===== src/rtl/cof_pkg.sv =====
package cof_pkg;

  localparam int NUM_DIRS   = 8;
  localparam int NUM_TOWERS = 4;
  localparam int PIPE_DEPTH = 5;

  // Neighbour order used by every packed neighbour array.
  typedef enum logic [2:0] {
    DIR_N  = 3'd0,
    DIR_NE = 3'd1,
    DIR_E  = 3'd2,
    DIR_SE = 3'd3,
    DIR_S  = 3'd4,
    DIR_SW = 3'd5,
    DIR_W  = 3'd6,
    DIR_NW = 3'd7
  } dir_e;

  // One load enable per pipeline stage.
  typedef struct packed {
    logic s1;
    logic s2;
    logic s3;
    logic s4;
    logic s5;
  } stageStrobe_t;

  // Central towers covered by a neighbour.
  // Bit 0 origin, bit 1 east, bit 2 south, bit 3 south-east.
  function automatic logic [NUM_TOWERS-1:0] sharedMask(input int dir);
    logic [NUM_TOWERS-1:0] m;
    case (dir)
      0:       m = 4'b0011;
      1:       m = 4'b0010;
      2:       m = 4'b1010;
      3:       m = 4'b1000;
      4:       m = 4'b1100;
      5:       m = 4'b0100;
      6:       m = 4'b0101;
      7:       m = 4'b0001;
      default: m = 4'b0000;
    endcase
    return m;
  endfunction

  // Directions that win a tie: east, south-east, south, south-west.
  function automatic logic tieToNeighbour(input int dir);
    return (dir >= 2) && (dir <= 5);
  endfunction

endpackage


===== src/rtl/cof_cluster_sum.sv =====
module cof_cluster_sum
  import cof_pkg::*;
#(
  parameter  int TOWER_W = 9,
  localparam int SUM_W   = TOWER_W + $clog2(NUM_TOWERS)
) (
  input  logic [NUM_TOWERS*TOWER_W-1:0] towers,
  input  logic [NUM_TOWERS-1:0]         keep,
  output logic [SUM_W-1:0]              sum
);

  // Adds up the kept towers, widened so the sum never wraps.
  always_comb begin
    sum = '0;
    for (int k = 0; k < NUM_TOWERS; k++) begin
      if (keep[k]) begin
        sum = sum + SUM_W'(towers[k*TOWER_W +: TOWER_W]);
      end
    end
  end

endmodule


===== src/rtl/cof_control.sv =====
module cof_control
  import cof_pkg::*;
(
  input  logic         clk,
  input  logic         rstN,
  input  logic         inValid,
  output stageStrobe_t strobe,
  output logic         outValid
);

  logic [PIPE_DEPTH-1:0] validPipe;

  always_ff @(posedge clk or negedge rstN) begin
    if (!rstN) begin
      validPipe <= '0;
    end else begin
      validPipe <= {validPipe[PIPE_DEPTH-2:0], inValid};
    end
  end

  // Each stage loads only when its upstream neighbour holds live data.
  always_comb begin
    strobe.s1 = inValid;
    strobe.s2 = validPipe[0];
    strobe.s3 = validPipe[1];
    strobe.s4 = validPipe[2];
    strobe.s5 = validPipe[3];
  end

  assign outValid = validPipe[PIPE_DEPTH-1];

  AST_LATENCY_FIVE: assert property (@(posedge clk) disable iff (!rstN)
    inValid |-> ##5 outValid);

endmodule


===== src/rtl/cof_datapath.sv =====
module cof_datapath
  import cof_pkg::*;
#(
  parameter  int TOWER_W   = 9,
  parameter  int THRESHOLD = 16,
  localparam int TW_ALL    = NUM_TOWERS * TOWER_W,
  localparam int REC_W     = TW_ALL + 2,
  localparam int SUM_W     = TOWER_W + $clog2(NUM_TOWERS),
  localparam int RESULT_W  = SUM_W + 3
) (
  input  logic                                 clk,
  input  logic                                 rstN,
  input  stageStrobe_t                         strobe,
  input  logic [REC_W-1:0]                     centreRec,
  input  logic [NUM_DIRS-1:0][TW_ALL-1:0]      nbrTowers,
  output logic [RESULT_W-1:0]                  result
);

  localparam int FG_BIT = TW_ALL;
  localparam int EG_BIT = TW_ALL + 1;
  localparam logic [SUM_W-1:0]      THR      = SUM_W'(THRESHOLD);
  localparam logic [NUM_TOWERS-1:0] ALL_KEEP = '1;

  // ---------------- stage 1: cluster energies ----------------
  logic [NUM_DIRS-1:0][SUM_W-1:0] nbrSumNext;
  logic [SUM_W-1:0]               centreSumNext;
  logic [NUM_DIRS-1:0][SUM_W-1:0] nbrSumS1;
  logic [SUM_W-1:0]               centreSumS1;
  logic [REC_W-1:0]               centreRecS1;

  cof_cluster_sum #(.TOWER_W(TOWER_W)) i_centreSum (
    .towers (centreRec[TW_ALL-1:0]),
    .keep   (ALL_KEEP),
    .sum    (centreSumNext)
  );

  for (genvar d = 0; d < NUM_DIRS; d++) begin : g_nbrSum
    cof_cluster_sum #(.TOWER_W(TOWER_W)) i_nbrSum (
      .towers (nbrTowers[d]),
      .keep   (ALL_KEEP),
      .sum    (nbrSumNext[d])
    );
  end

  always_ff @(posedge clk or negedge rstN) begin
    if (!rstN) begin
      nbrSumS1    <= '0;
      centreSumS1 <= '0;
      centreRecS1 <= '0;
    end else if (strobe.s1) begin
      nbrSumS1    <= nbrSumNext;
      centreSumS1 <= centreSumNext;
      centreRecS1 <= centreRec;
    end
  end

  // ---------------- stage 2: strength comparison ----------------
  logic [NUM_DIRS-1:0] strongerNext;
  logic [NUM_DIRS-1:0] strongerS2;
  logic [SUM_W-1:0]    centreSumS2;
  logic [REC_W-1:0]    centreRecS2;

  for (genvar d = 0; d < NUM_DIRS; d++) begin : g_cmp
    if (tieToNeighbour(d)) begin : g_tieWins
      assign strongerNext[d] = (centreSumS1 <= nbrSumS1[d]);
    end else begin : g_strict
      assign strongerNext[d] = (centreSumS1 < nbrSumS1[d]);
    end
  end

  always_ff @(posedge clk or negedge rstN) begin
    if (!rstN) begin
      strongerS2  <= '0;
      centreSumS2 <= '0;
      centreRecS2 <= '0;
    end else if (strobe.s2) begin
      strongerS2  <= strongerNext;
      centreSumS2 <= centreSumS1;
      centreRecS2 <= centreRecS1;
    end
  end

  // ---------------- stage 3: tower keep mask ----------------
  logic [NUM_TOWERS-1:0] lostNext;
  logic [NUM_TOWERS-1:0] keepS3;
  logic [SUM_W-1:0]      centreSumS3;
  logic [REC_W-1:0]      centreRecS3;

  always_comb begin
    lostNext = '0;
    for (int d = 0; d < NUM_DIRS; d++) begin
      if (strongerS2[d]) begin
        lostNext = lostNext | sharedMask(d);
      end
    end
  end

  always_ff @(posedge clk or negedge rstN) begin
    if (!rstN) begin
      keepS3      <= '0;
      centreSumS3 <= '0;
      centreRecS3 <= '0;
    end else if (strobe.s3) begin
      keepS3      <= ~lostNext;
      centreSumS3 <= centreSumS2;
      centreRecS3 <= centreRecS2;
    end
  end

  // ---------------- stage 4: pruned energy ----------------
  logic [SUM_W-1:0] prunedSum;
  logic [SUM_W-1:0] energyS4;
  logic             centralS4;
  logic             fgS4;
  logic             egS4;

  cof_cluster_sum #(.TOWER_W(TOWER_W)) i_prunedSum (
    .towers (centreRecS3[TW_ALL-1:0]),
    .keep   (keepS3),
    .sum    (prunedSum)
  );

  always_ff @(posedge clk or negedge rstN) begin
    if (!rstN) begin
      energyS4  <= '0;
      centralS4 <= 1'b0;
      fgS4      <= 1'b0;
      egS4      <= 1'b0;
    end else if (strobe.s4) begin
      energyS4  <= prunedSum;
      centralS4 <= &keepS3;
      fgS4      <= centreRecS3[FG_BIT];
      egS4      <= centreRecS3[EG_BIT];
    end
  end

  // ---------------- stage 5: threshold and output ----------------
  logic [RESULT_W-1:0] resultNext;
  logic [RESULT_W-1:0] resultQ;

  always_comb begin
    if (energyS4 > THR) begin
      resultNext = {centralS4, egS4, fgS4, energyS4};
    end else begin
      resultNext = '0;
    end
  end

  always_ff @(posedge clk or negedge rstN) begin
    if (!rstN) begin
      resultQ <= '0;
    end else if (strobe.s5) begin
      resultQ <= resultNext;
    end
  end

  assign result = resultQ;

  // ---------------- assertions ----------------
  AST_EQUAL_NORTH_LOSES: assert property (@(posedge clk) disable iff (!rstN)
    strobe.s2 |=> (($past(centreSumS1) != $past(nbrSumS1[DIR_N])) || !strongerS2[DIR_N]));

  AST_EQUAL_SOUTH_WINS: assert property (@(posedge clk) disable iff (!rstN)
    strobe.s2 |=> (($past(centreSumS1) != $past(nbrSumS1[DIR_S])) || strongerS2[DIR_S]));

  AST_PRUNE_NOT_GROW: assert property (@(posedge clk) disable iff (!rstN)
    strobe.s4 |=> (energyS4 <= $past(centreSumS3)));

  AST_CENTRAL_FULL: assert property (@(posedge clk) disable iff (!rstN)
    strobe.s4 |=> (!centralS4 || (energyS4 == $past(centreSumS3))));

  AST_ABOVE_THRESHOLD: assert property (@(posedge clk) disable iff (!rstN)
    (resultQ != '0) |-> (resultQ[SUM_W-1:0] > THR));

  AST_HOLD_IDLE: assert property (@(posedge clk) disable iff (!rstN)
    !strobe.s5 |=> $stable(resultQ));

endmodule


===== src/rtl/cluster_overlap_filter.sv =====
module cluster_overlap_filter
  import cof_pkg::*;
#(
  parameter  int TOWER_W   = 9,
  parameter  int THRESHOLD = 16,
  localparam int TW_ALL    = NUM_TOWERS * TOWER_W,
  localparam int REC_W     = TW_ALL + 2,
  localparam int RESULT_W  = TOWER_W + $clog2(NUM_TOWERS) + 3
) (
  input  logic                clk,
  input  logic                rstN,
  input  logic                inValid,
  input  logic [REC_W-1:0]    centreRec,
  input  logic [REC_W-1:0]    northRec,
  input  logic [REC_W-1:0]    northEastRec,
  input  logic [REC_W-1:0]    eastRec,
  input  logic [REC_W-1:0]    southEastRec,
  input  logic [REC_W-1:0]    southRec,
  input  logic [REC_W-1:0]    southWestRec,
  input  logic [REC_W-1:0]    westRec,
  input  logic [REC_W-1:0]    northWestRec,
  output logic                outValid,
  output logic [RESULT_W-1:0] result
);

  stageStrobe_t                    strobe;
  logic [NUM_DIRS-1:0][TW_ALL-1:0] nbrTowers;
  logic                            unusedNbrFlags;

  // Only the tower energies of the neighbours matter here.
  always_comb begin
    nbrTowers[DIR_N]  = northRec[TW_ALL-1:0];
    nbrTowers[DIR_NE] = northEastRec[TW_ALL-1:0];
    nbrTowers[DIR_E]  = eastRec[TW_ALL-1:0];
    nbrTowers[DIR_SE] = southEastRec[TW_ALL-1:0];
    nbrTowers[DIR_S]  = southRec[TW_ALL-1:0];
    nbrTowers[DIR_SW] = southWestRec[TW_ALL-1:0];
    nbrTowers[DIR_W]  = westRec[TW_ALL-1:0];
    nbrTowers[DIR_NW] = northWestRec[TW_ALL-1:0];
  end

  assign unusedNbrFlags = ^{northRec[REC_W-1:TW_ALL], northEastRec[REC_W-1:TW_ALL],
                            eastRec[REC_W-1:TW_ALL], southEastRec[REC_W-1:TW_ALL],
                            southRec[REC_W-1:TW_ALL], southWestRec[REC_W-1:TW_ALL],
                            westRec[REC_W-1:TW_ALL], northWestRec[REC_W-1:TW_ALL]};

  cof_control i_control (
    .clk      (clk),
    .rstN     (rstN),
    .inValid  (inValid),
    .strobe   (strobe),
    .outValid (outValid)
  );

  cof_datapath #(
    .TOWER_W   (TOWER_W),
    .THRESHOLD (THRESHOLD)
  ) i_datapath (
    .clk       (clk),
    .rstN      (rstN),
    .strobe    (strobe),
    .centreRec (centreRec),
    .nbrTowers (nbrTowers),
    .result    (result)
  );

endmodule


===== config.mk =====
export PLATFORM = sky130hd
export DESIGN_NAME = cluster_overlap_filter
export DESIGN_NICKNAME = d
export VERILOG_FILES = /design/src/rtl/cof_pkg.sv /design/src/rtl/cof_cluster_sum.sv /design/src/rtl/cof_control.sv /design/src/rtl/cof_datapath.sv /design/src/rtl/cluster_overlap_filter.sv
export SDC_FILE = /design/constraint.sdc
export NUM_CORES = 1
export LEC_CHECK = 0
export BUFFER_PORTS_ARGS = -buffer_cell sky130_fd_sc_hd__buf_2
export CORE_AREA = 5 5 191 193
export CTS_CLUSTER_DIAMETER = 150
export DETAILED_ROUTE_END_ITERATION = 6
export DIE_AREA = 0 0 196 198
export PLACE_DENSITY = 0.81
export SYNTH_ARGS = -nofsm -noshare
export SYNTH_HDL_FRONTEND = slang
export SYNTH_SLANG_ARGS = --single-unit

===== constraint.sdc =====
create_clock -name clk -period 5.39 [get_ports clk]
set_input_delay 0 -clock clk [delete_from_list [all_inputs] [get_ports clk]]
set_output_delay 0 -clock clk [all_outputs]
set_load 0.02 [all_outputs]

==> out/qor.log, run 1 <==
INFO  outcome        status=complete, no violations
INFO  power_and_ir_drop power.total=9270µW
INFO  grt            grt_first_pass_wirelength=81100µm
INFO  logic_synthesis count_of_flip_flops_with_a_built_in_enable_after_synthesis=0
INFO  grt            antenna_found_initial=1
INFO  drt            drc_violation_count_after_routing=0
INFO  setup_path     crit_path_frequent_cell=sky130_fd_sc_hd__ha_1
INFO  logic_synthesis synthesis.area=0.0195mm²
INFO  placement      io_buffers=343
INFO  min_path       min_path_type=input port to register
INFO  logic_synthesis post_synth_and_or_nand_nor_area_fraction=7.77%
INFO  setup_path     crit_family=compound AO/OA/AOI/OAI gates
INFO  setup_path     timing.critical_path.buf_inv=1
INFO  drt            antenna_violating_nets_post_route=0
INFO  logic_synthesis synth_compound_area_share=14.2%
INFO  floorplan      initial_utilization=56.7%
INFO  placement      place_hpwl=37600µm
INFO  logic_synthesis synth-adder-area-share=29.8%
INFO  timing         finalWorstPathRequiredPeriod=5.07ns
INFO  timing         finalCritPeriodShare=94.0%
INFO  setup_path     setup.worst_path.end_class=register
INFO  timing         worstMarginPinSlew=1.03ns
INFO  grt            globalRoute.totalOverflow=0
INFO  timing         timing_hold_violations_final=0
INFO  logic_synthesis synthArstFlopShare=100%
INFO  timing         drv_slew=0
INFO  logic_synthesis synth_top_flop_cell=sky130_fd_sc_hd__dfrtp_1
INFO  finish         final_layout_size_suffix_gt1_share=25.6%
INFO  floorplan      die_y=198µm
INFO  setup_path     worstPathArrival=5.49ns
INFO  clock_tree     clk_transition_reported_paths=0.06ns
INFO  setup_path     crit_required=5.81ns
INFO  setup_path     worstPathMaxFanout=7
INFO  timing         final.setup_skew=0.0169ns
INFO  clock_tree     numCtsBuffers=28
INFO  power_and_ir_drop power.leakage=0.0111µW
INFO  clock_tree     root_buffer=sky130_fd_sc_hd__clkbuf_16
INFO  logic_synthesis leading_cell_types_by_total_area_after_synthesis=sky130_fd_sc_hd__dfrtp_1 (33%), sky130_fd_sc_hd__fa_1 (17%), sky130_fd_sc_hd__ha_1 (13%)
INFO  clock_tree     h-tree-depth=1
INFO  clock_tree     cts.path.max_buffers=3
INFO  grt            grt_pass1_vias=16200
INFO  clock_tree     clock_sinks=258
INFO  power_and_ir_drop worst_supply_voltage_drop_on_vdd=0.000239V
INFO  floorplan      die-width=196µm
INFO  logic_synthesis synth_cell_types=70
INFO  floorplan      die_area=0.0388mm²
INFO  logic_synthesis syn-instance-count=1778
INFO  setup_path     setup_crit_path_kind=register to register
INFO  clock_tree     worstSkewPairLatency=0.55ns
INFO  grt            groute.usage.overall=25.8%
INFO  logic_synthesis yosys_warnings=0
INFO  logic_synthesis synth_area_in_xor_xnor=2.07%
INFO  power_and_ir_drop power-per-cell-area=401mW/mm²
INFO  setup_path     worstSetupStartpointType=register
INFO  drt            routed_wire_length_per_instance=18.8µm
INFO  setup_path     worst_path_max_delay_cell=sky130_fd_sc_hd__dfrtp_1
INFO  floorplan      std_cell_rows=68
INFO  floorplan      placeableCoreArea=0.0344mm²
INFO  logic_synthesis postSynthNetCount=2487
INFO  drt            route.detailed.vias_per_inst=5.64
INFO  drt            detailroute.via_count=14800
INFO  drt            routed_wl=49600µm
INFO  logic_synthesis ys_seq_elements=258
INFO  drt            drtIter0Drc=773
INFO  logic_synthesis synth_sequential_area_ratio=33.1%
INFO  clock_tree     tritoncts=yes
INFO  logic_synthesis synth_top_area_share=33.1%
INFO  finish         synthesis_to_layout_area_growth=18.8%
INFO  timing         finalSetupViolations=0
INFO  logic_synthesis synth_top_family_by_area=adder cells
INFO  finish         finish.net_count=2865
INFO  timing         achievable-frequency=0.197GHz
INFO  floorplan      ios=360
INFO  timing         slew_headroom=31.5%
INFO  timing         final.setup.tns=0ns
INFO  logic_synthesis synthMostInstantiatedCell=sky130_fd_sc_hd__dfrtp_1
INFO  placement      dpl-instance-area=0.0216mm²
INFO  logic_synthesis synth.largest_area_cell=sky130_fd_sc_hd__dfrtp_1
INFO  setup_path     list_of_cells_traversed_by_the_critical_path=and2_1, ha_1, ha_1, a211o_2, nor4b_2, o22ai_1, a21boi_1, or3_1, a31o_1, ha_1, o21ai_0, a21oi_1, o41ai_2, xor2_1, nand2_1, o21ai_2, inv_1, ha_1, and3_1, a31oi_1, xnor2_1, xnor2_1, mux2_2
INFO  grt            largest_net_degree_at_the_start_of_global_routing=149
INFO  setup_path     cpPeakStageDelay=0.39ns
INFO  logic_synthesis synth.top_cells.by_count=sky130_fd_sc_hd__dfrtp_1 (258), sky130_fd_sc_hd__ha_1 (200), sky130_fd_sc_hd__inv_1 (173)
INFO  drt            drtPass1Iterations=5
INFO  logic_synthesis synth_mux_area_share=8.45%
INFO  placement      final_replace_weighted_congestion=0.913
INFO  finish         stdcell_area=0.0231mm²
INFO  logic_synthesis syn_area_per_cell=11.0µm²
INFO  run            drv_cap=0
sequential cells by signal, summed over array words and instances (netlist names):
name,flops
i_datapath.centreRecS1,38
i_datapath.fgS4,1
i_datapath.nbrSumS1,88
i_datapath.centreSumS1,11
i_datapath.centreRecS2,38
i_datapath.keepS3,4
i_datapath.egS4,1
i_datapath.result,14
i_datapath.centreRecS3,38
i_datapath.centralS4,1
i_datapath.strongerS2,8
i_datapath.energyS4,11
i_control.validPipe,5
cell families (layout without fill, tap and decap cells):
logic type,Yosys count,count (layout)
buffers and inverters,233,632
other,0,1
muxes,147,147
adders and majority gates,365,365
xor gates and xnor gates,46,46
DFF,258,258
and+or+nand+nor,313,313
AOI/OAI and AO/OA,416,416
layer usage:
metal | wire length (µm) | track usage, %
met5 | 0 | 0
met4 | 1920 | 9.41
met2 | 25300 | 46.1
met3 | 2570 | 4.08
met1 | 19800 | 32.0
stage by stage:
| step | std cells | hold WS (ns) | util [%] | worst slack, ns |
|---|---|---|---|---|
| after floorplan | 1778 | -0.296 | - | 0.513 |
| after global placement | 2526 | 0.0979 | 62.8 | 0.472 |
| after detailed placement | 2526 | 0.105 | 62.8 | 0.397 |
| after CTS | 2632 | 0.000411 | 67.3 | 0.370 |
| after global routing | 2633 | 0.0335 | 67.3 | -0.00501 |
| final | 2633 | 0.00641 | 67.3 | 0.321 |
worst reg2reg max path, stage by stage (launching register included):
cell	delay, ns
sky130_fd_sc_hd__dfrtp_1	0.39
sky130_fd_sc_hd__and2_1	0.15
sky130_fd_sc_hd__ha_1	0.24
sky130_fd_sc_hd__ha_1	0.30
sky130_fd_sc_hd__a211o_2	0.35
sky130_fd_sc_hd__nor4b_2	0.18
sky130_fd_sc_hd__o22ai_1	0.25
sky130_fd_sc_hd__a21boi_1	0.11
sky130_fd_sc_hd__or3_1	0.34
sky130_fd_sc_hd__a31o_1	0.25
sky130_fd_sc_hd__ha_1	0.31
sky130_fd_sc_hd__o21ai_0	0.13
sky130_fd_sc_hd__a21oi_1	0.21
sky130_fd_sc_hd__o41ai_2	0.12
sky130_fd_sc_hd__xor2_1	0.15
sky130_fd_sc_hd__nand2_1	0.08
sky130_fd_sc_hd__o21ai_2	0.12
sky130_fd_sc_hd__inv_1	0.07
sky130_fd_sc_hd__ha_1	0.33
sky130_fd_sc_hd__and3_1	0.16
sky130_fd_sc_hd__a31oi_1	0.22
sky130_fd_sc_hd__xnor2_1	0.11
sky130_fd_sc_hd__xnor2_1	0.14
sky130_fd_sc_hd__mux2_2	0.26
where the power goes:
| group | total [µW] | leakage (µW) | internal (µW) | switching, µW |
|---|---|---|---|---|
| Sequential | 2980 | 0.00309 | 2480 | 502 |
| Clock | 2020 | 0.000479 | 1220 | 797 |
| Combinational | 4270 | 0.00751 | 2020 | 2250 |
| Total | 9270 | 0.0111 | 5720 | 3550 |
layout make-up:
type / instances / area [µm²]
flip-flops and latches: 258 / 6460
repair buffers: 404 / 2340
well taps: 455 / 569
fillers: 2607 / 11200
diodes: 1 / 2.50
clock buffers: 43 / 848
multi-input cells: 1287 / 12100
inverters: 177 / 664
clock inverters: 8 / 123
path summary, 6_finish.rpt:
check,from,to,slack (ns),depth (start not counted)
worst max-delay path,i_datapath.keepS3[0]$_DFFE_PN0P_,i_datapath.energyS4[9]$_DFFE_PN0P_,0.32,23
min in group asynchronous,rstN,i_control.validPipe[4]$_DFF_PN0_,0.07,2
worst max register to register,i_datapath.keepS3[0]$_DFFE_PN0P_,i_datapath.energyS4[9]$_DFFE_PN0P_,0.32,23
worst min-delay path,northWestRec[18],i_datapath.nbrSumS1[77]$_DFFE_PN0P_,0.006,4
max in group asynchronous,rstN,i_datapath.centreSumS1[3]$_DFFE_PN0P_,4.04,3
worst min register to register,i_datapath.nbrSumS1[52]$_DFFE_PN0P_,i_datapath.nbrSumS1[52]$_DFFE_PN0P_,0.47,2
layout by cell type (no fill, tap or decap), types with 65 or more instances in the layout:
| cell type | count |
|---|---|
| sky130_fd_sc_hd__dfrtp_1 | 256 |
| sky130_fd_sc_hd__o21ai_0 | 137 |
| sky130_fd_sc_hd__inv_1 | 172 |
| sky130_fd_sc_hd__nor2_1 | 80 |
| sky130_fd_sc_hd__ha_1 | 200 |
| sky130_fd_sc_hd__mux2_2 | 140 |
| sky130_fd_sc_hd__a21oi_1 | 65 |
| sky130_fd_sc_hd__nand2_1 | 94 |
| sky130_fd_sc_hd__buf_2 | 341 |
| sky130_fd_sc_hd__fa_1 | 164 |
repair_timing:
item                                   4_1_cts  5_1_grt
setup endpoints to repair                    0        1
hold buffers                                55        0
resized for setup                            0        4
buffers inserted                             0        0
endpoints found under the hold margin      164        0
Note: power is estimated with default switching activity, not from simulation.
==> run 2, diff against run 1 <==
--- a/config.mk
+++ b/config.mk
@@ -6,11 +6,10 @@
 export NUM_CORES = 1
 export LEC_CHECK = 0
 export BUFFER_PORTS_ARGS = -buffer_cell sky130_fd_sc_hd__buf_2
-export CORE_AREA = 5 5 191 193
+export CORE_AREA = 5 5 242 244
 export CTS_CLUSTER_DIAMETER = 150
 export DETAILED_ROUTE_END_ITERATION = 6
-export DIE_AREA = 0 0 196 198
-export PLACE_DENSITY = 0.81
+export DIE_AREA = 0 0 247 249
 export SYNTH_ARGS = -nofsm -noshare
 export SYNTH_HDL_FRONTEND = slang
 export SYNTH_SLANG_ARGS = --single-unit
==> constraint.sdc (replaced) <==
create_clock -name clk -period 4.3 [get_ports clk]
set_input_delay 0 -clock clk [delete_from_list [all_inputs] [get_ports clk]]
set_output_delay 0 -clock clk [all_outputs]
set_load 0.02 [all_outputs]
==> run 2 against run 1 <==
Net effect:
- the flow now finishes with violations (negative setup slack)
- register-to-register slack lost 0.49 ns
- routed wire length is 3.4% higher
- sequential power rose by 27%
- non-clock buffer count grew 53
- combinational power rose by 33%
- flip-flop and latch count unchanged
- utilization fell by 24 points
- clock skew up 0.0022 ns
- clock-buffer cell count shrank 2
- hold slack gained 0.035 ns
- critical endpoint is now i_datapath.energyS4[6]$_DFFE_PN0P_
- largest cell class unchanged
- highest routed layer unchanged
==> out/qor.log, run 2 (same netlist as run 1, synthesis figures left out) <==
INFO  setup_path     worstPathArrival=4.84ns [-0.65 ns]
INFO  drt            drtPass1Iterations=4 [-1]
INFO  timing         drv_slew=0 [unchanged]
INFO  timing         slew_headroom=29.1% [-2.4 points]
INFO  min_path       worstHoldStart=westRec[28]
INFO  timing         worstMarginPinSlew=1.06ns [+0.0364 ns]
INFO  clock_tree     clk_transition_reported_paths=0.06ns [about the same]
INFO  finish         final_layout_size_suffix_gt1_share=29.8% [+4.2 points]
INFO  grt            antenna_found_initial=1 [unchanged]
INFO  timing         achievable-frequency=0.224GHz [+14%]
INFO  finish         largest_register_ff_count=88 [unchanged]
INFO  timing         timing_hold_violations_final=0 [unchanged]
INFO  clock_tree     clock_sinks=258 [unchanged]
INFO  timing         finalCritPeriodShare=104% [+9.8 points]
INFO  setup_path     crit_start=i_datapath.keepS3[0]$_DFFE_PN0P_
INFO  timing         grt_setup_unrepaired=true
INFO  drt            drtIter0Drc=610 [-21%]
INFO  setup_path     r2r-start=i_datapath.keepS3[0]$_DFFE_PN0P_
INFO  power_and_ir_drop power.leakage=0.0115µW [+4.0%]
INFO  floorplan      placeableCoreArea=0.0561mm² [+63%]
INFO  finish         finish.net_count=2925 [+2.1%]
INFO  outcome        status=finished with violations
INFO  setup_path     critical_path.endpoint=i_datapath.energyS4[6]$_DFFE_PN0P_
INFO  timing         final.setup_skew=0.0191ns [+0.00222 ns]
INFO  power_and_ir_drop worst_supply_voltage_drop_on_vdd=0.000263V [+10%]
INFO  finish         synthesis_to_layout_area_growth=26.0%
INFO  drt            antenna_violating_nets_post_route=0 [unchanged]
INFO  power_and_ir_drop power-per-cell-area=511mW/mm² [+28%]
INFO  timing         postLayoutSetupSlackWorst=-0.165ns [-0.486 ns]
INFO  setup_path     setup_crit_path_kind=register to register
INFO  setup_path     ff2ff_setup_slack=-0.16ns [-0.49 ns]
INFO  finish         num-fill-cells=5311 [+100%]
INFO  grt            grt_first_pass_wirelength=82900µm [+2.2%]
INFO  clock_tree     h-tree-depth=2 [+1]
INFO  outcome        failing_checks=negative setup slack
INFO  setup_path     worstPathMaxFanout=6 [-1]
INFO  placement      final_replace_weighted_congestion=0.857 [-6.2%]
INFO  setup_path     crit_required=4.67ns [-1.14 ns]
INFO  clock_tree     numCtsBuffers=35 [+25%]
INFO  min_path       min_path_type=input port to register
INFO  grt            groute.usage.overall=16.7% [-9.2 points]
INFO  setup_path     setup.worst_path.end_class=register
INFO  setup_path     r2r.worst_path.cells=25 [+8.7%]
INFO  power_and_ir_drop power.total=12500µW [+35%]
INFO  timing         finalSetupViolations=3 [+3]
INFO  finish         register_with_the_most_flip_flops=i_datapath.nbrSumS1
INFO  drt            detailroute.via_count=14900 [+0.52%]
INFO  finish         final_common_cell=sky130_fd_sc_hd__buf_2
INFO  timing         finalWorstPathRequiredPeriod=4.46ns [-0.604 ns]
INFO  clock_tree     worstSkewPairLatency=0.54ns [about the same]
INFO  clock_tree     cts.path.max_buffers=3 [unchanged]
INFO  min_path       hold-path-cell-count=5 [+1]
INFO  drt            routed_wl=51300µm [+3.4%]
INFO  grt            globalRoute.totalOverflow=0 [unchanged]
INFO  run            drv_cap=0 [unchanged]
INFO  finish         commonest_non_fill_non_tap_cells_in_the_layout=sky130_fd_sc_hd__buf_2 (341), sky130_fd_sc_hd__dfrtp_1 (256), sky130_fd_sc_hd__ha_1 (189), sky130_fd_sc_hd__inv_1 (170), sky130_fd_sc_hd__fa_1 (164)
INFO  floorplan      std_cell_rows=87 [+28%]
INFO  clock_tree     root_buffer=sky130_fd_sc_hd__clkbuf_16
INFO  placement      place_hpwl=39500µm [+5.0%]
INFO  clock_tree     tritoncts=yes
INFO  drt            route.detailed.vias_per_inst=4.97 [-12%]
INFO  drt            routed_wire_length_per_instance=17.1µm [-9.2%]
INFO  floorplan      die_area=0.0615mm² [+58%]
INFO  floorplan      die_y=249µm [+26%]
INFO  drt            drc_violation_count_after_routing=0 [unchanged]
INFO  placement      io_buffers=343 [unchanged]
INFO  grt            grt_pass1_vias=16300 [+0.74%]
INFO  floorplan      initial_utilization=34.7% [-22 points]
INFO  grt            largest_net_degree_at_the_start_of_global_routing=100 [-33%]
INFO  floorplan      ios=360 [unchanged]
INFO  setup_path     worstSetupStartpointType=register
INFO  setup_path     worst_r2r_endpoint=i_datapath.energyS4[6]$_DFFE_PN0P_
INFO  floorplan      die-width=247µm [+26%]
INFO  placement      dpl_worst_slack=-0.193ns [-0.590 ns]
==> run 2: changes by cell type in the layout (fill, tap and decap cells not counted), moves of 4 or more <==
cell / change
sky130_fd_sc_hd__a211oi_1: -4
sky130_fd_sc_hd__buf_4: +49
sky130_fd_sc_hd__clkbuf_1: -5
sky130_fd_sc_hd__clkbuf_16: +7
sky130_fd_sc_hd__clkbuf_8: -4
sky130_fd_sc_hd__clkinvlp_4: +4
sky130_fd_sc_hd__ha_1: -11
sky130_fd_sc_hd__ha_4: +10
sky130_fd_sc_hd__inv_6: +4
==> run 2: cell type report <==
cell class	instances	area [µm²]	area share (%)
flip-flops and latches	258	6460	26.3
clock inverters	23	273	1.11
clock buffers	41	950	3.87
repair buffers	457	2750	11.2
inverters	177	664	2.71
diodes	1	2.50	0.0102
multi-input cells	1287	12500	50.9
well taps	756	946	3.86
==> run 2: how the worst min path moves through the flow <==
stage | to | slack [ns]
detailed placement | i_datapath.centreRecS1[37]$_DFFE_PN0P_ | 0.09
finish | i_datapath.nbrSumS1[67]$_DFFE_PN0P_ | 0.04
floorplan | i_control.validPipe[0]$_DFF_PN0_ | -0.30
global route | i_datapath.nbrSumS1[67]$_DFFE_PN0P_ | 0.04
CTS | i_datapath.nbrSumS1[67]$_DFFE_PN0P_ | 0.008
global placement | i_datapath.centreRecS1[36]$_DFFE_PN0P_ | 0.08
==> run 2: critical path, cell delays in order, from the launching register on <==
cell and delay (ns):
sky130_fd_sc_hd__dfrtp_1 0.40, sky130_fd_sc_hd__and2_4 0.18, sky130_fd_sc_hd__ha_4 0.17, sky130_fd_sc_hd__ha_4 0.19, sky130_fd_sc_hd__a211o_4 0.27, sky130_fd_sc_hd__nor4b_4 0.14
sky130_fd_sc_hd__or3_1 0.36, sky130_fd_sc_hd__nand3_2 0.08, sky130_fd_sc_hd__xnor2_2 0.12, sky130_fd_sc_hd__ha_1 0.26, sky130_fd_sc_hd__o21a_1 0.11, sky130_fd_sc_hd__o31a_1 0.12
sky130_fd_sc_hd__o21a_1 0.19, sky130_fd_sc_hd__nor2_2 0.13, sky130_fd_sc_hd__xnor2_2 0.10, sky130_fd_sc_hd__buf_4 0.13, sky130_fd_sc_hd__buf_4 0.12, sky130_fd_sc_hd__buf_4 0.12
sky130_fd_sc_hd__buf_4 0.12, sky130_fd_sc_hd__buf_4 0.13, sky130_fd_sc_hd__buf_4 0.13, sky130_fd_sc_hd__buf_4 0.12, sky130_fd_sc_hd__buf_4 0.12, sky130_fd_sc_hd__buf_4 0.12
sky130_fd_sc_hd__a31oi_2 0.23, sky130_fd_sc_hd__a41oi_1 0.14
==> run 2: power breakdown <==
group	total [µW]	leakage, µW	internal, µW	switching (µW)
sequential	3790	0.00309	3110	684
clock	3050	0.000592	1850	1190
combinational	5700	0.00784	2800	2910
total	12500	0.0115	7760	4780
==> run 2: repair_timing <==
action,CTS,global route
gates resized for setup,24,11
setup buffers,13,0
pin swaps,22,12
endpoints found under the setup margin,3,5
hold buffers,58,0
hold endpoints to repair,155,0
==> run 2: through the flow <==
stage / hold slack [ns] / instances / util [%] / area [µm²] / TNS [ns]
after floorplan: -0.296 / 1778 / - / 19700 / -0.380
after global placement: 0.0835 / 2864 / 40.0 / 22400 / -0.308
after detailed placement: 0.0892 / 2864 / 40.0 / 22400 / -0.353
after CTS: 0.00782 / 2999 / 43.7 / 24500 / -0.179
after global routing: 0.0420 / 3000 / 43.8 / 24500 / -1.26
final: 0.0411 / 3000 / 43.8 / 24500 / -0.393
==> run 2: per-layer routing <==
metal	up-vias	routed length, µm	GRT usage, %
met5	-	0	0
met4	0	1620	5.36
met3	87	2010	2.41
met2	307	25900	29.4
met1	7338	21800	21.0
li1	7184	-	-
==> run 3, diff against run 2 <==
--- a/config.mk
+++ b/config.mk
@@ -6,10 +6,11 @@
 export NUM_CORES = 1
 export LEC_CHECK = 0
 export BUFFER_PORTS_ARGS = -buffer_cell sky130_fd_sc_hd__buf_2
-export CORE_AREA = 5 5 242 244
+export CORE_AREA = 2 2 219 383
 export CTS_CLUSTER_DIAMETER = 150
 export DETAILED_ROUTE_END_ITERATION = 6
-export DIE_AREA = 0 0 247 249
+export DIE_AREA = 0 0 221 385
 export SYNTH_ARGS = -nofsm -noshare
 export SYNTH_HDL_FRONTEND = slang
+export SYNTH_HIERARCHICAL = 1
 export SYNTH_SLANG_ARGS = --single-unit
==> run 3 against run 2 <==
Net effect:
- the run ends with negative hold slack, negative setup slack left
- combinational power increased by 33%
- hold slack got worse by 0.051 ns
- setup slack got worse by 0.077 ns
- design area increased by 48%
- synthesized cell count increased by 85%
- synthesized area increased by 46%
- largest cell class unchanged
==> out/qor.log, run 3 <==
INFO  floorplan      ios=360 [unchanged]
INFO  setup_path     crit_path_frequent_cell=sky130_fd_sc_hd__xnor2_1
INFO  floorplan      die_y=385µm [+55%]
INFO  logic_synthesis synth_sequential_area_ratio=22.6% [-11 points]
INFO  clock_tree     worstSkewPairLatency=0.58ns [+0.04 ns]
INFO  placement      dpl-instance-area=0.0342mm² [+53%]
INFO  timing         final.setup.tns=-0.808ns [-0.415 ns]
INFO  drt            detailroute.via_count=26500 [+77%]
INFO  min_path       min_path_type=input port to asynchronous set/reset pin
INFO  setup_path     crit_family=compound AO/OA/AOI/OAI gates
INFO  logic_synthesis synth.top_cells.by_count=sky130_fd_sc_hd__ha_1 (344), sky130_fd_sc_hd__nand2_1 (270), sky130_fd_sc_hd__mux2_2 (268)
INFO  power_and_ir_drop clkPwrFrac=18.4% [-5.9 points]
INFO  finish         num-fill-cells=8122 [+53%]
INFO  grt            antenna_found_initial=8 [+7]
INFO  drt            drtIter0Drc=916 [+50%]
INFO  logic_synthesis synthesis.area=0.0285mm² [+46%]
INFO  clock_tree     tritoncts=yes
INFO  logic_synthesis synthArstFlopShare=100% [unchanged]
INFO  grt            groute.usage.overall=19.0% [+2.3 points]
INFO  clock_tree     numCtsBuffers=27 [-23%]
INFO  timing         finalWorstPathRequiredPeriod=4.54ns [+0.0773 ns]
INFO  grt            met3_usage=2.01% [-0.40 points]
INFO  finish         final_layout_size_suffix_gt1_share=30.2% [+0.42 points]
INFO  timing         finalCritPeriodShare=106% [+1.8 points]
INFO  finish         stdcell_area=0.0363mm² [+48%]
INFO  clock_tree     cts.path.max_buffers=3 [unchanged]
INFO  power_and_ir_drop power-per-cell-area=379mW/mm² [-26%]
INFO  floorplan      initial_utilization=34.8% [+0.084 points]
INFO  grt            grt_first_pass_wirelength=133000µm [+60%]
INFO  finish         synthesis_to_layout_area_growth=27.1%
INFO  timing         finalSetupViolations=4 [+1]
INFO  power_and_ir_drop power.leakage=0.0171µW [+49%]
INFO  placement      final_replace_weighted_congestion=0.859 [+0.33%]
INFO  outcome        status=finished with violations
INFO  finish         final_common_cell=sky130_fd_sc_hd__buf_4
INFO  power_and_ir_drop seqPwrFrac=26.4% [-3.8 points]
INFO  finish         commonest_non_fill_non_tap_cells_in_the_layout=sky130_fd_sc_hd__buf_4 (396), sky130_fd_sc_hd__buf_2 (341), sky130_fd_sc_hd__ha_1 (326), sky130_fd_sc_hd__nand2_1 (268), sky130_fd_sc_hd__mux2_2 (264)
INFO  finish         register_with_the_most_flip_flops=i_datapath/nbrSumS1
INFO  clock_tree     clock_sinks=258 [unchanged]
INFO  grt            grt_pass1_vias=26700 [+64%]
INFO  drt            route.detailed.vias_per_inst=5.16 [+3.8%]
INFO  power_and_ir_drop p_sw=5400µW [+13%]
INFO  logic_synthesis count_of_flip_flops_with_a_built_in_enable_after_synthesis=0 [unchanged]
INFO  grt            busiest_layer_in_global_routing=met2
INFO  grt            largest_net_degree_at_the_start_of_global_routing=95 [-5.0%]
INFO  clock_tree     root_buffer=sky130_fd_sc_hd__clkbuf_16
INFO  floorplan      std_cell_rows=139 [+60%]
INFO  logic_synthesis synth_cell_types=105 [+50%]
INFO  logic_synthesis ys_seq_elements=258 [unchanged]
INFO  run            drv_cap=0 [unchanged]
INFO  finish         largest_register_ff_count=88 [unchanged]
INFO  power_and_ir_drop worst_supply_voltage_drop_on_vdd=0.000341V [+30%]
INFO  setup_path     setup.worst_path.end_class=register
INFO  setup_path     worstPathMaxFanout=4 [-2]
INFO  setup_path     worstSetupStartpointType=register
INFO  finish         finish.net_count=4757 [+63%]
INFO  outcome        failing_checks=negative hold slack, negative setup slack
INFO  timing         worstMarginPinSlew=1.05ns [-0.0125 ns]
INFO  drt            drc_violation_count_after_routing=0 [unchanged]
INFO  logic_synthesis synth_top_flop_cell=sky130_fd_sc_hd__dfrtp_1
INFO  setup_path     setup_crit_path_kind=register to register
INFO  timing         grt_setup_unrepaired=true
INFO  setup_path     timing.critical_path.buf_inv=1 [-8]
INFO  setup_path     worst_path_max_delay_cell=sky130_fd_sc_hd__dfrtp_1
INFO  floorplan      placeableCoreArea=0.0819mm² [+46%]
INFO  timing         postLayoutSetupSlackWorst=-0.242ns [-0.0773 ns]
INFO  grt            globalRoute.totalOverflow=0 [unchanged]
INFO  floorplan      die-width=221µm [-11%]
INFO  setup_path     cpPeakStageDelay=0.42ns [+0.02 ns]
INFO  timing         slew_headroom=29.9% [+0.84 points]
INFO  drt            antenna_violating_nets_post_route=0 [unchanged]
INFO  setup_path     list_of_cells_traversed_by_the_critical_path=buf_4, nand2_2, xnor2_2, ha_4, a21oi_2, o311ai_1, nand3_1, xnor2_1, nand2_1, xor2_2, ha_4, a21o_1, a31oi_2, o21bai_1, xor2_1, a21o_1, ha_1, a21oi_1, nor2_1, a41oi_2, xnor2_1, xnor2_1, mux2_4
INFO  grt            global_route.usage.met2=37.9% [+8.5 points]
INFO  logic_synthesis syn-instance-count=3283 [+85%]
INFO  drt            drtPass1Iterations=5 [+1]
INFO  logic_synthesis leading_cell_types_by_total_area_after_synthesis=sky130_fd_sc_hd__dfrtp_1 (23%), sky130_fd_sc_hd__ha_1 (15%), sky130_fd_sc_hd__mux2_2 (11%)
INFO  power_and_ir_drop power.share.combinational=55.2% [+9.7 points]
INFO  grt            use_met1=19.8% [-1.1 points]
INFO  logic_synthesis syn_area_per_cell=8.69µm² [-21%]
INFO  finish         multi_input_comb_area=0.0213mm² [+71%]
INFO  logic_synthesis synthMostInstantiatedCell=sky130_fd_sc_hd__ha_1
INFO  drt            routed_wl=82900µm [+62%]
INFO  power_and_ir_drop internal-power=8340µW [+7.5%]
INFO  power_and_ir_drop sw_frac_of_total=39.3% [+1.2 points]
INFO  timing         holdWs=-0.00980ns [-0.0509 ns]
INFO  logic_synthesis yosys_warnings=6 [+6]
INFO  setup_path     crit_required=4.77ns [+0.10 ns]
INFO  placement      place_hpwl=66100µm [+67%]
INFO  timing         drv_slew=0 [unchanged]
INFO  timing         final.setup_skew=0.0198ns [+0.000666 ns]
INFO  finish         regArea=0.00646mm² [about the same]
INFO  logic_synthesis synth_top_area_share=22.6% [-11 points]
INFO  logic_synthesis synth.largest_area_cell=sky130_fd_sc_hd__dfrtp_1
INFO  timing         timing_hold_violations_final=5 [+5]
INFO  floorplan      die_area=0.0851mm² [+38%]
INFO  placement      io_buffers=343 [unchanged]
INFO  setup_path     r2r.worst_path.cells=23 [-8.0%]
INFO  clock_tree     h-tree-depth=1 [-1]
INFO  clock_tree     clk_transition_reported_paths=0.07ns [about the same]
INFO  timing         achievable-frequency=0.220GHz [-1.7%]
INFO  setup_path     worstPathArrival=5.02ns [+0.18 ns]
INFO  setup_path     critical_path_depth=23 [-8.0%]
INFO  drt            routed_wire_length_per_instance=16.2µm [-5.5%]
## run 3: changes by cell type in the layout (fill, tap and decap cells not counted), sizes merged, moves of 72 or more
cell and delta:
fa -144, conb +72, xnor2 +120, a21oi +177, mux2 +133, nor2 +114, nand2 +176, buf +347
o21ai +114, ha +144
## run 3: cell type report
class	instances	area share, %
Clock inverter	18	0.587
Inverter	216	2.24
Tap cell	1057	3.65
Multi-Input combinational cell	2744	58.9
Clock buffer	32	2.03
Timing Repair Buffer	801	14.8
Antenna cell	3	0.0207
Sequential cell	258	17.8
## run 3: power by group through the flow
stage	Clock, µW	Sequential [µW]	Combinational [µW]
2_1_floorplan	0	3340	4980
3_3_place_gp	0	3690	7150
3_5_place_dp	0	3700	7280
4_1_cts	2620	3660	7450
5_1_grt	2700	3710	8550
6_report	2530	3630	7580
## run 3: worst reg2reg max path, stage by stage (launching register included)
cell and delay, ns:
sky130_fd_sc_hd__dfrtp_1 0.42, sky130_fd_sc_hd__buf_4 0.14, sky130_fd_sc_hd__nand2_2 0.06, sky130_fd_sc_hd__xnor2_2 0.21
sky130_fd_sc_hd__ha_4 0.19, sky130_fd_sc_hd__a21oi_2 0.09, sky130_fd_sc_hd__o311ai_1 0.28, sky130_fd_sc_hd__nand3_1 0.13
sky130_fd_sc_hd__xnor2_1 0.17, sky130_fd_sc_hd__nand2_1 0.10, sky130_fd_sc_hd__xor2_2 0.27, sky130_fd_sc_hd__ha_4 0.26
sky130_fd_sc_hd__a21o_1 0.21, sky130_fd_sc_hd__a31oi_2 0.21, sky130_fd_sc_hd__o21bai_1 0.11, sky130_fd_sc_hd__xor2_1 0.16
sky130_fd_sc_hd__a21o_1 0.21, sky130_fd_sc_hd__ha_1 0.33, sky130_fd_sc_hd__a21oi_1 0.13, sky130_fd_sc_hd__nor2_1 0.06
sky130_fd_sc_hd__a41oi_2 0.18, sky130_fd_sc_hd__xnor2_1 0.16, sky130_fd_sc_hd__xnor2_1 0.09, sky130_fd_sc_hd__mux2_4 0.26
## run 3: cells by family (layout without fill, tap and decap cells)
logic type               Yosys count  after routing  share of synthesized area, %
XOR/XNOR                         230            230                          7.06
buffers and inverters            352           1067                          5.32
AND/OR/NAND/NOR                  804            804                          13.5
flip-flops                       258            258                          22.6
other                              1             75                        0.0131
multiplexers                     292            292                          11.5
AO/OA/AOI/OAI                    970            970                          23.0
adder cells (fa/ha/maj)          376            376                          16.9
## run 3: worst paths after layout
kind,endpoint,start,slack (ns)
max reg2reg,i_datapath/energyS4[9]$_DFFE_PN0P_,i_datapath/keepS3[0]$_DFFE_PN0P_,-0.24
min reg2reg,i_datapath/result[12]$_DFFE_PN0P_,i_datapath/egS4$_DFFE_PN0P_,0.49
max in group asynchronous,i_control/validPipe[2]$_DFF_PN0_,rstN,3.34
min in group clk,i_datapath/nbrSumS1[1]$_DFFE_PN0P_,northRec[28],0.02
max,i_datapath/energyS4[9]$_DFFE_PN0P_,i_datapath/keepS3[0]$_DFFE_PN0P_,-0.24
min,i_datapath/centreRecS2[1]$_DFFE_PN0P_,rstN,-0.01
## run 3: layer usage
metal | part of all wire (%) | up-vias
li1 | - | 13400
met1 | 38 | 12500
met2 | 55 | 416
met3 | 2.9 | 156
met4 | 4.3 | 10
met5 | 0.060 | -
## run 3: timing repair
action                                 CTS  global route
setup endpoints to repair                4            13
hold buffers                            55             0
buffers inserted                         4             8
endpoints found under the hold margin  190             0
resized for setup                       17            63
pin swaps                               15            34
## run 3: stage by stage
step	util [%]	power (µW)	instances	setup slack, ns	hold slack, ns
finish	44.3	13700	5129	-0.242	-0.00980
global route	44.3	15000	5129	-0.463	0.0532
CTS	43.8	13700	5118	-0.155	0.00314
detailed placement	41.8	11000	5009	-0.318	0.0571
global placement	41.8	10800	5009	-0.286	0.0515
floorplan	-	8320	3354	0.00911	-0.296
